[src/rtl/uart_rxq_pkg.sv]
`timescale 1ns/1ps
package uart_rxq_pkg;
   // control byte field positions (host software decodes these)
   localparam int CTL_EN_BIT    = 0;
   localparam int CTL_FLUSH_BIT = 1;
   localparam int CTL_TRIG_LSB  = 6;
   localparam int MAX_FRAME     = 12;

   function automatic logic [3:0] frame_bits(input logic [1:0] wlen,
                                             input logic par_en,
                                             input logic stop2);
      return 4'd1 + (4'd5 + {2'b00, wlen}) + {3'b000, par_en} + (stop2 ? 4'd2 : 4'd1);
   endfunction

   function automatic logic [3:0] trig_decode(input logic [1:0] sel);
      case (sel)
         2'b00:   return 4'd1;
         2'b01:   return 4'd4;
         2'b10:   return 4'd8;
         default: return 4'd14;
      endcase
   endfunction
endpackage

[src/rtl/uart_rxq_store.sv]
`timescale 1ns/1ps
module uart_rxq_store #(
   parameter int DEPTH  = 16,
   parameter int DATA_W = 8,
   localparam int PTRW  = (DEPTH > 1) ? $clog2(DEPTH) : 1,
   localparam int LVLW  = $clog2(DEPTH + 1)
) (
   input  logic              clk,
   input  logic              rst_n,
   input  logic              clr,
   input  logic              push,
   input  logic              pop,
   input  logic [DATA_W-1:0] din,
   output logic [DATA_W-1:0] head,
   output logic [LVLW-1:0]   level,
   output logic              full,
   output logic              empty
);
   logic [DATA_W-1:0] mem [DEPTH];
   logic [PTRW-1:0]   wr_ptr, rd_ptr, wr_nxt, rd_nxt;
   logic [LVLW-1:0]   level_q;

   generate
      if ((1 << PTRW) == DEPTH) begin : g_pow2_wrap
         assign wr_nxt = wr_ptr + 1'b1;
         assign rd_nxt = rd_ptr + 1'b1;
      end else begin : g_mod_wrap
         assign wr_nxt = (wr_ptr == PTRW'(DEPTH - 1)) ? '0 : wr_ptr + 1'b1;
         assign rd_nxt = (rd_ptr == PTRW'(DEPTH - 1)) ? '0 : rd_ptr + 1'b1;
      end
   endgenerate

   always_ff @(posedge clk) begin
      if (push) mem[wr_ptr] <= din;
   end

   always_ff @(posedge clk) begin
      if (!rst_n || clr) begin
         wr_ptr  <= '0;
         rd_ptr  <= '0;
         level_q <= '0;
      end else begin
         if (push) wr_ptr <= wr_nxt;
         if (pop)  rd_ptr <= rd_nxt;
         case ({push, pop})
            2'b10:   level_q <= level_q + 1'b1;
            2'b01:   level_q <= level_q - 1'b1;
            default: level_q <= level_q;
         endcase
      end
   end

   assign head  = mem[rd_ptr];
   assign level = level_q;
   assign full  = (level_q == LVLW'(DEPTH));
   assign empty = (level_q == '0);

   AST_LEVEL_BOUND: assert property (@(posedge clk) disable iff (!rst_n)
      level_q <= LVLW'(DEPTH));
   AST_NO_UNDERFLOW: assert property (@(posedge clk) disable iff (!rst_n)
      pop |-> !empty);
   AST_NO_OVERFLOW: assert property (@(posedge clk) disable iff (!rst_n)
      (push && !pop) |-> !full);
endmodule

[src/rtl/uart_rxq_timer.sv]
`timescale 1ns/1ps
module uart_rxq_timer #(
   parameter int LIMW = 6
) (
   input  logic            clk,
   input  logic            rst_n,
   input  logic            clr,
   input  logic            rd_clear,
   input  logic            restart,
   input  logic            armed,
   input  logic            tick,
   input  logic [LIMW-1:0] limit,
   output logic            pend
);
   logic [LIMW-1:0] cnt_q;
   logic            pend_q;

   always_ff @(posedge clk) begin
      if (!rst_n || clr) begin
         cnt_q  <= '0;
         pend_q <= 1'b0;
      end else if (rd_clear) begin
         cnt_q  <= '0;
         pend_q <= 1'b0;
      end else if (restart || !armed) begin
         cnt_q  <= '0;
      end else if (tick && !pend_q) begin
         if (cnt_q + LIMW'(1) >= limit) begin
            cnt_q  <= '0;
            pend_q <= 1'b1;
         end else begin
            cnt_q  <= cnt_q + LIMW'(1);
         end
      end
   end

   assign pend = pend_q;

   AST_TMO_NEEDS_DATA: assert property (@(posedge clk) disable iff (!rst_n)
      $rose(pend_q) |-> $past(armed));
   AST_TMO_READ_CLEARS: assert property (@(posedge clk) disable iff (!rst_n)
      rd_clear |=> !pend_q);
endmodule

[src/rtl/uart_rxq.sv]
`timescale 1ns/1ps
module uart_rxq
   import uart_rxq_pkg::*;
#(
   parameter int DEPTH     = 16,
   parameter int DATA_W    = 8,
   parameter int TMO_CHARS = 4,
   localparam int LVLW     = $clog2(DEPTH + 1)
) (
   input  logic              clk,
   input  logic              rst_n,
   input  logic              rx_valid,
   input  logic              rx_brk,
   input  logic [DATA_W-1:0] rx_byte,
   input  logic [1:0]        frm_wlen,
   input  logic              frm_par_en,
   input  logic              frm_stop2,
   input  logic              bit_tick,
   input  logic              ctl_wr,
   input  logic [7:0]        ctl_wdata,
   input  logic              rbr_rd,
   output logic [DATA_W-1:0] rbr_data,
   input  logic              lsr_rd,
   output logic [LVLW-1:0]   fifo_level,
   output logic [3:0]        trig_level,
   output logic              fifo_on,
   output logic              data_ready,
   output logic              overrun,
   output logic              brk_flag,
   output logic              tmo_pend
);
   localparam int LIMW = $clog2(TMO_CHARS * MAX_FRAME + 1);

   generate
      if (DEPTH < 14) begin : g_bad_depth
         $error("uart_rxq: DEPTH must reach the highest trigger level");
      end
      if (DATA_W < 1) begin : g_bad_width
         $error("uart_rxq: DATA_W must be positive");
      end
      if (TMO_CHARS < 1) begin : g_bad_tmo
         $error("uart_rxq: TMO_CHARS must be positive");
      end
   endgenerate

   logic              fifo_en_q, hold_dr_q, ovr_q, brk_q;
   logic [1:0]        trig_sel_q;
   logic [DATA_W-1:0] hold_q, head, ev_data;
   logic              flush, ev, f_pop, f_push, f_drop, f_empties;
   logic              st_full, st_empty, set_ovr, set_brk, clr_brk;
   logic [LIMW-1:0]   tmo_limit;
   logic              unused_ctl;

   assign unused_ctl = ^ctl_wdata[5:2];

   assign flush   = ctl_wr && (ctl_wdata[CTL_FLUSH_BIT] || (ctl_wdata[CTL_EN_BIT] != fifo_en_q));
   assign ev      = rx_valid && !flush;
   assign ev_data = rx_brk ? '0 : rx_byte;

   assign f_pop     = fifo_en_q && rbr_rd && !st_empty && !flush;
   assign f_push    = fifo_en_q && ev && (!st_full || f_pop);
   assign f_drop    = fifo_en_q && ev && st_full && !f_pop;
   assign f_empties = f_pop && !f_push && (fifo_level == LVLW'(1));

   assign set_ovr = f_drop || (!fifo_en_q && ev && hold_dr_q && !rbr_rd);
   assign set_brk = ev && rx_brk;
   assign clr_brk = flush || lsr_rd || f_empties || (!fifo_en_q && rbr_rd);

   uart_rxq_store #(.DEPTH(DEPTH), .DATA_W(DATA_W)) u_store (
      .clk(clk), .rst_n(rst_n), .clr(flush), .push(f_push), .pop(f_pop),
      .din(ev_data), .head(head), .level(fifo_level),
      .full(st_full), .empty(st_empty)
   );

   assign tmo_limit = LIMW'(TMO_CHARS * int'(frame_bits(frm_wlen, frm_par_en, frm_stop2)));

   uart_rxq_timer #(.LIMW(LIMW)) u_timer (
      .clk(clk), .rst_n(rst_n), .clr(flush),
      .rd_clear(fifo_en_q && rbr_rd && !flush),
      .restart(f_push), .armed(!st_empty), .tick(bit_tick),
      .limit(tmo_limit), .pend(tmo_pend)
   );

   always_ff @(posedge clk) begin
      if (!rst_n) begin
         fifo_en_q  <= 1'b0;
         trig_sel_q <= 2'b00;
         hold_q     <= '0;
         hold_dr_q  <= 1'b0;
         ovr_q      <= 1'b0;
         brk_q      <= 1'b0;
      end else begin
         if (ctl_wr) begin
            fifo_en_q  <= ctl_wdata[CTL_EN_BIT];
            trig_sel_q <= ctl_wdata[CTL_TRIG_LSB +: 2];
         end
         if (!fifo_en_q && ev) begin
            hold_q    <= ev_data;
            hold_dr_q <= 1'b1;
         end else if (flush || (!fifo_en_q && rbr_rd)) begin
            hold_dr_q <= 1'b0;
         end
         if (set_ovr)     ovr_q <= 1'b1;
         else if (lsr_rd) ovr_q <= 1'b0;
         if (set_brk)      brk_q <= 1'b1;
         else if (clr_brk) brk_q <= 1'b0;
      end
   end

   assign rbr_data   = fifo_en_q ? (st_empty ? '0 : head) : hold_q;
   assign data_ready = fifo_en_q ? !st_empty : hold_dr_q;
   assign trig_level = trig_decode(trig_sel_q);
   assign fifo_on    = fifo_en_q;
   assign overrun    = ovr_q;
   assign brk_flag   = brk_q;

   AST_BRK_WITH_DR: assert property (@(posedge clk) disable iff (!rst_n)
      brk_flag |-> data_ready);
   AST_LSR_CLEARS: assert property (@(posedge clk) disable iff (!rst_n)
      (lsr_rd && !rx_valid) |=> (!overrun && !brk_flag));
   AST_FLUSH_EMPTIES: assert property (@(posedge clk) disable iff (!rst_n)
      flush |=> (fifo_level == '0 && !tmo_pend && !data_ready));
   AST_DROP_KEEPS: assert property (@(posedge clk) disable iff (!rst_n)
      f_drop |=> (fifo_level == LVLW'(DEPTH) && overrun));
   AST_HOLD_OVERWRITE: assert property (@(posedge clk) disable iff (!rst_n)
      (!fifo_en_q && ev && hold_dr_q && !rbr_rd) |=> (overrun && data_ready));
endmodule

[config.mk]
export PLATFORM = sky130hd
export DESIGN_NAME = uart_rxq
export DESIGN_NICKNAME = d
export VERILOG_FILES = /design/src/rtl/uart_rxq_pkg.sv /design/src/rtl/uart_rxq_store.sv /design/src/rtl/uart_rxq_timer.sv /design/src/rtl/uart_rxq.sv
export SDC_FILE = /design/constraint.sdc
export NUM_CORES = 1
export LEC_CHECK = 0
export CAP_MARGIN = 10
export CORE_AREA = 4 4 175 177
export CTS_BUF_LIST = sky130_fd_sc_hd__clkbuf_8
export CTS_CLUSTER_SIZE = 24
export DETAILED_ROUTE_END_ITERATION = 7
export DIE_AREA = 0 0 179 181
export DONT_BUFFER_PORTS = 1
export GPL_ROUTABILITY_DRIVEN = 0
export PLACE_DENSITY = 0.48
export SKIP_LAST_GASP = 1
export SLEW_MARGIN = 25
export SYNTH_ARGS = -nofsm -noshare
export SYNTH_HDL_FRONTEND = slang
export SYNTH_SLANG_ARGS = --single-unit
[constraint.sdc]
create_clock -name clk -period 4.8 [get_ports clk]
set_input_delay 0.96 -clock clk [delete_from_list [all_inputs] [get_ports clk]]
set_output_delay 0.96 -clock clk [all_outputs]
set_load 0.01 [all_outputs]
==> impl_metrics.env <==
export IMPL_h_tree_depth=4
export IMPL_synthArstFlopShare_pct=0
export IMPL_slew_viol_final=0
export IMPL_place_hpwl_um=10600
export IMPL_grt_pass1_vias=4225
export IMPL_cts_inserted_buffers=17
export IMPL_critical_path_required_ns=3.84
export IMPL_cts_setup_buffers=0
export IMPL_regArea_um2=4610
export IMPL_arrival_ns=2.73
export IMPL_io_pins=50
export IMPL_nets=522
export IMPL_area_growth_pct=12.1
export IMPL_setup_slack_ns=1.11
export IMPL_drt_iter0_drc=256
export IMPL_synth_warnings=0
export IMPL_drt_vias_per_instance=4.56
export IMPL_leakage_nw=2.46
export IMPL_power_mw=2.69
export IMPL_post_cts_resized=0
export IMPL_first_pass_iters=6
export IMPL_grt_max_degree=33
export IMPL_final_layout_size_suffix_gt1_share_pct=18.5
export IMPL_synthesis_area_um2=7180
export IMPL_tns_ns=0
export IMPL_cap_violations=0
export IMPL_die_area_um2=32400
export IMPL_multiInputGateArea_um2=2390
export IMPL_cpPeakStageDelay_ns=0.53
export IMPL_path_max_fanout=8
export IMPL_core_um2=29200
export IMPL_synthFlopType="edfxtp_1"
export IMPL_slew_headroom_pct=31.1
export IMPL_drc=0
export IMPL_die_height_um=181
export IMPL_worstSetupStartpointType="register"
export IMPL_timing_hold_ws_ns=0.491
export IMPL_port_buffers=0
export IMPL_min_period_over_period_pct=76.9
export IMPL_critPathSlowestCell="or4b_4"
export IMPL_start_util_pct=24.5
export IMPL_synthCells=471
export IMPL_syn_avg_cell_area_um2=15.2
export IMPL_rows=63
export IMPL_setup_violations_final=0
export IMPL_ant_nets=0
export IMPL_rsz0062_at_grt="false"
export IMPL_powerDensity_nw_per_um2=334
export IMPL_dieWidth_um=179
export IMPL_worstSetupPathType="register to output port"
export IMPL_clk_pin_slew_ns=0.09
export IMPL_tightest_slew_ns=1.03
export IMPL_grt_first_pass_wirelength_um=24700
export IMPL_cts_num_sinks=166
export IMPL_crit_chain="inv_1 > ha_1 > or4b_4 > and3_1 > a22oi_2 > o221ai_1"
export IMPL_yosysSeqAreaShare_pct=64.1
export IMPL_fillers=2934
export IMPL_cts_root_buf="clkbuf_8"
export IMPL_hold_buffers=0
export IMPL_via_count=3995
export IMPL_hp_class="register to register"
export IMPL_fin_util_pct=27.5
export IMPL_cts_tree="yes"
export IMPL_syn_num_nets=519
export IMPL_antenna_found_initial=2
export IMPL_dp_slack_ns=1.41
export IMPL_period_needed_ns=3.69
export IMPL_timing_fmax_mhz=271
export IMPL_wire_per_inst_um=18.1
export IMPL_synth_edf_count=128
export IMPL_grtUsageTotal_pct=10.1
export IMPL_n_antenna_cell=0
export IMPL_ys_types=51
export IMPL_overflow=0
export IMPL_insertion_delay_ns=0.45
export IMPL_hold_viol=0
export IMPL_skew_ns=0.0125
export IMPL_synth_seq_cells=166
export IMPL_crit_path_end_kind="output port"
export IMPL_ir_drop_mv=0.159
export IMPL_drt_wl_total_um=15900
export IMPL_status="complete, no violations"
export IMPL_cts_path_max_buffers=2
==> Yosys cell counts, types with 4 or more instances <==
library cell  count  area, um2
edfxtp_1        128       3840
dfxtp_1          38        761
mux4_2           32        721
nor2_1           29        109
inv_1            24       90.1
nor2b_1          24        150
mux2i_1          21        210
ha_1             19        238
nand3_1          19       95.1
clkbuf_1         12       45.0
nand2_1          11       41.3
a21oi_1           9       45.0
a22oi_2           8        100
o221ai_1          8       70.1
nor3_1            7       35.0
a211oi_1          6       45.0
buf_2             6       30.0
o21ai_0           6       30.0
xnor2_1           6       52.6
nand4_1           5       31.3
o31ai_1           5       37.5
or4_1             4       30.0
==> report_power, final <==
part / total, mW / leakage (nW) / internal [mW] / switching (mW)
registers: 1.56 / 1.44 / 1.55 / 0.00649
logic: 0.0884 / 0.809 / 0.0303 / 0.0581
clock network: 1.04 / 0.212 / 0.539 / 0.502
total: 2.69 / 2.46 / 2.12 / 0.566
==> sequential cells by signal, summed over array words and instances, names as in the netlist, named ones only <==
signal and flops:
u_store.mem 128, hold_q 8, u_timer.cnt_q 6, u_store.level 5
u_store.rd_ptr 4, u_store.wr_ptr 4, trig_sel_q 2, brk_flag 1
fifo_on 1, hold_dr_q 1, overrun 1, u_timer.pend 1
==> critical path, delay by kind of cell, from the launching register on <==
kind,cells,cell delay (ns)
adders and majority gates,1,0.25
DFF,1,0.38
buffers and inverters,1,0.15
and+or+nand+nor,2,0.94
AOI/OAI and AO/OA,2,0.54
==> logic make-up (layout without fill, tap and decap cells) <==
kind of cell | count (synthesis) | after routing | share of synthesized area, %
XOR/XNOR | 9 | 9 | 1.10
AO/OA/AOI/OAI | 59 | 59 | 6.47
multiplexers | 53 | 53 | 13.0
AND/OR/NAND/NOR | 117 | 117 | 8.85
buffers and inverters | 47 | 63 | 2.88
adder cells (fa/ha/maj) | 20 | 20 | 3.59
flip-flops | 166 | 166 | 64.1
==> stage by stage <==
step	cell area, um2	std cells
2_1_floorplan	7180	471
3_3_place_gp	7610	845
3_5_place_dp	7620	845
4_1_cts	8040	877
5_1_grt	8050	877
6_report	8050	877
==> placed cells by master (no fill, tap or decap), types with 2 or more instances in the layout <==
master	count
or4_1	4
and2_1	2
clkinv_1	2
a21oi_1	9
or2_2	2
dfxtp_1	37
clkinv_4	4
nor3b_1	2
nand2b_1	3
clkbuf_8	19
bufinv_16	3
o221ai_1	8
nor2_1	28
nand4_1	5
edfxtp_1	128
o31ai_1	5
o21a_1	2
nor2b_1	18
a211oi_1	6
mux2i_1	21
buf_4	7
nand4b_1	2
inv_1	25
xor2_1	3
xnor2_1	6
a311oi_1	2
a22oi_2	8
nand2_1	11
ha_1	19
mux4_2	32
nand3_1	19
nor3_1	5
nor2b_2	6
o21ai_0	6
a21boi_0	3
nor3_2	2
==> cell type report <==
type,instances,share of cell area [%]
tap,390,6.06
clock inverter,13,1.93
timing repair buffer,7,0.653
sequential,166,57.2
clock buffer,19,3.25
multi-input combinational,258,29.8
inverter,24,1.12
==> worst paths after layout <==
| check | slack, ns | from | depth (start not counted) | end |
|---|---|---|---|---|
| worst max-delay path | 1.11 | u_store.level[1] | 6 | rbr_data[7] |
| worst min-delay path | 0.49 | u_timer.cnt_q[5] | 2 | u_timer.cnt_q[5] |
| worst max register to register | 1.92 | u_store.level[0] | 10 | u_store.level[3] |
| worst min register to register | 0.49 | u_timer.cnt_q[5] | 2 | u_timer.cnt_q[5] |
==> routing by layer <==
layer  part of all wire [%]  up-vias  GRT usage, %  wire length, um
li1                       -     1828             -                -
met1                     43     2059          12.4             6760
met2                     50       82          16.6             7940
met3                    5.8       22          3.85              919
met4                    1.4        4          3.01              216
met5                   0.16        -             0               26
Note: power is estimated with default switching activity, not from simulation.
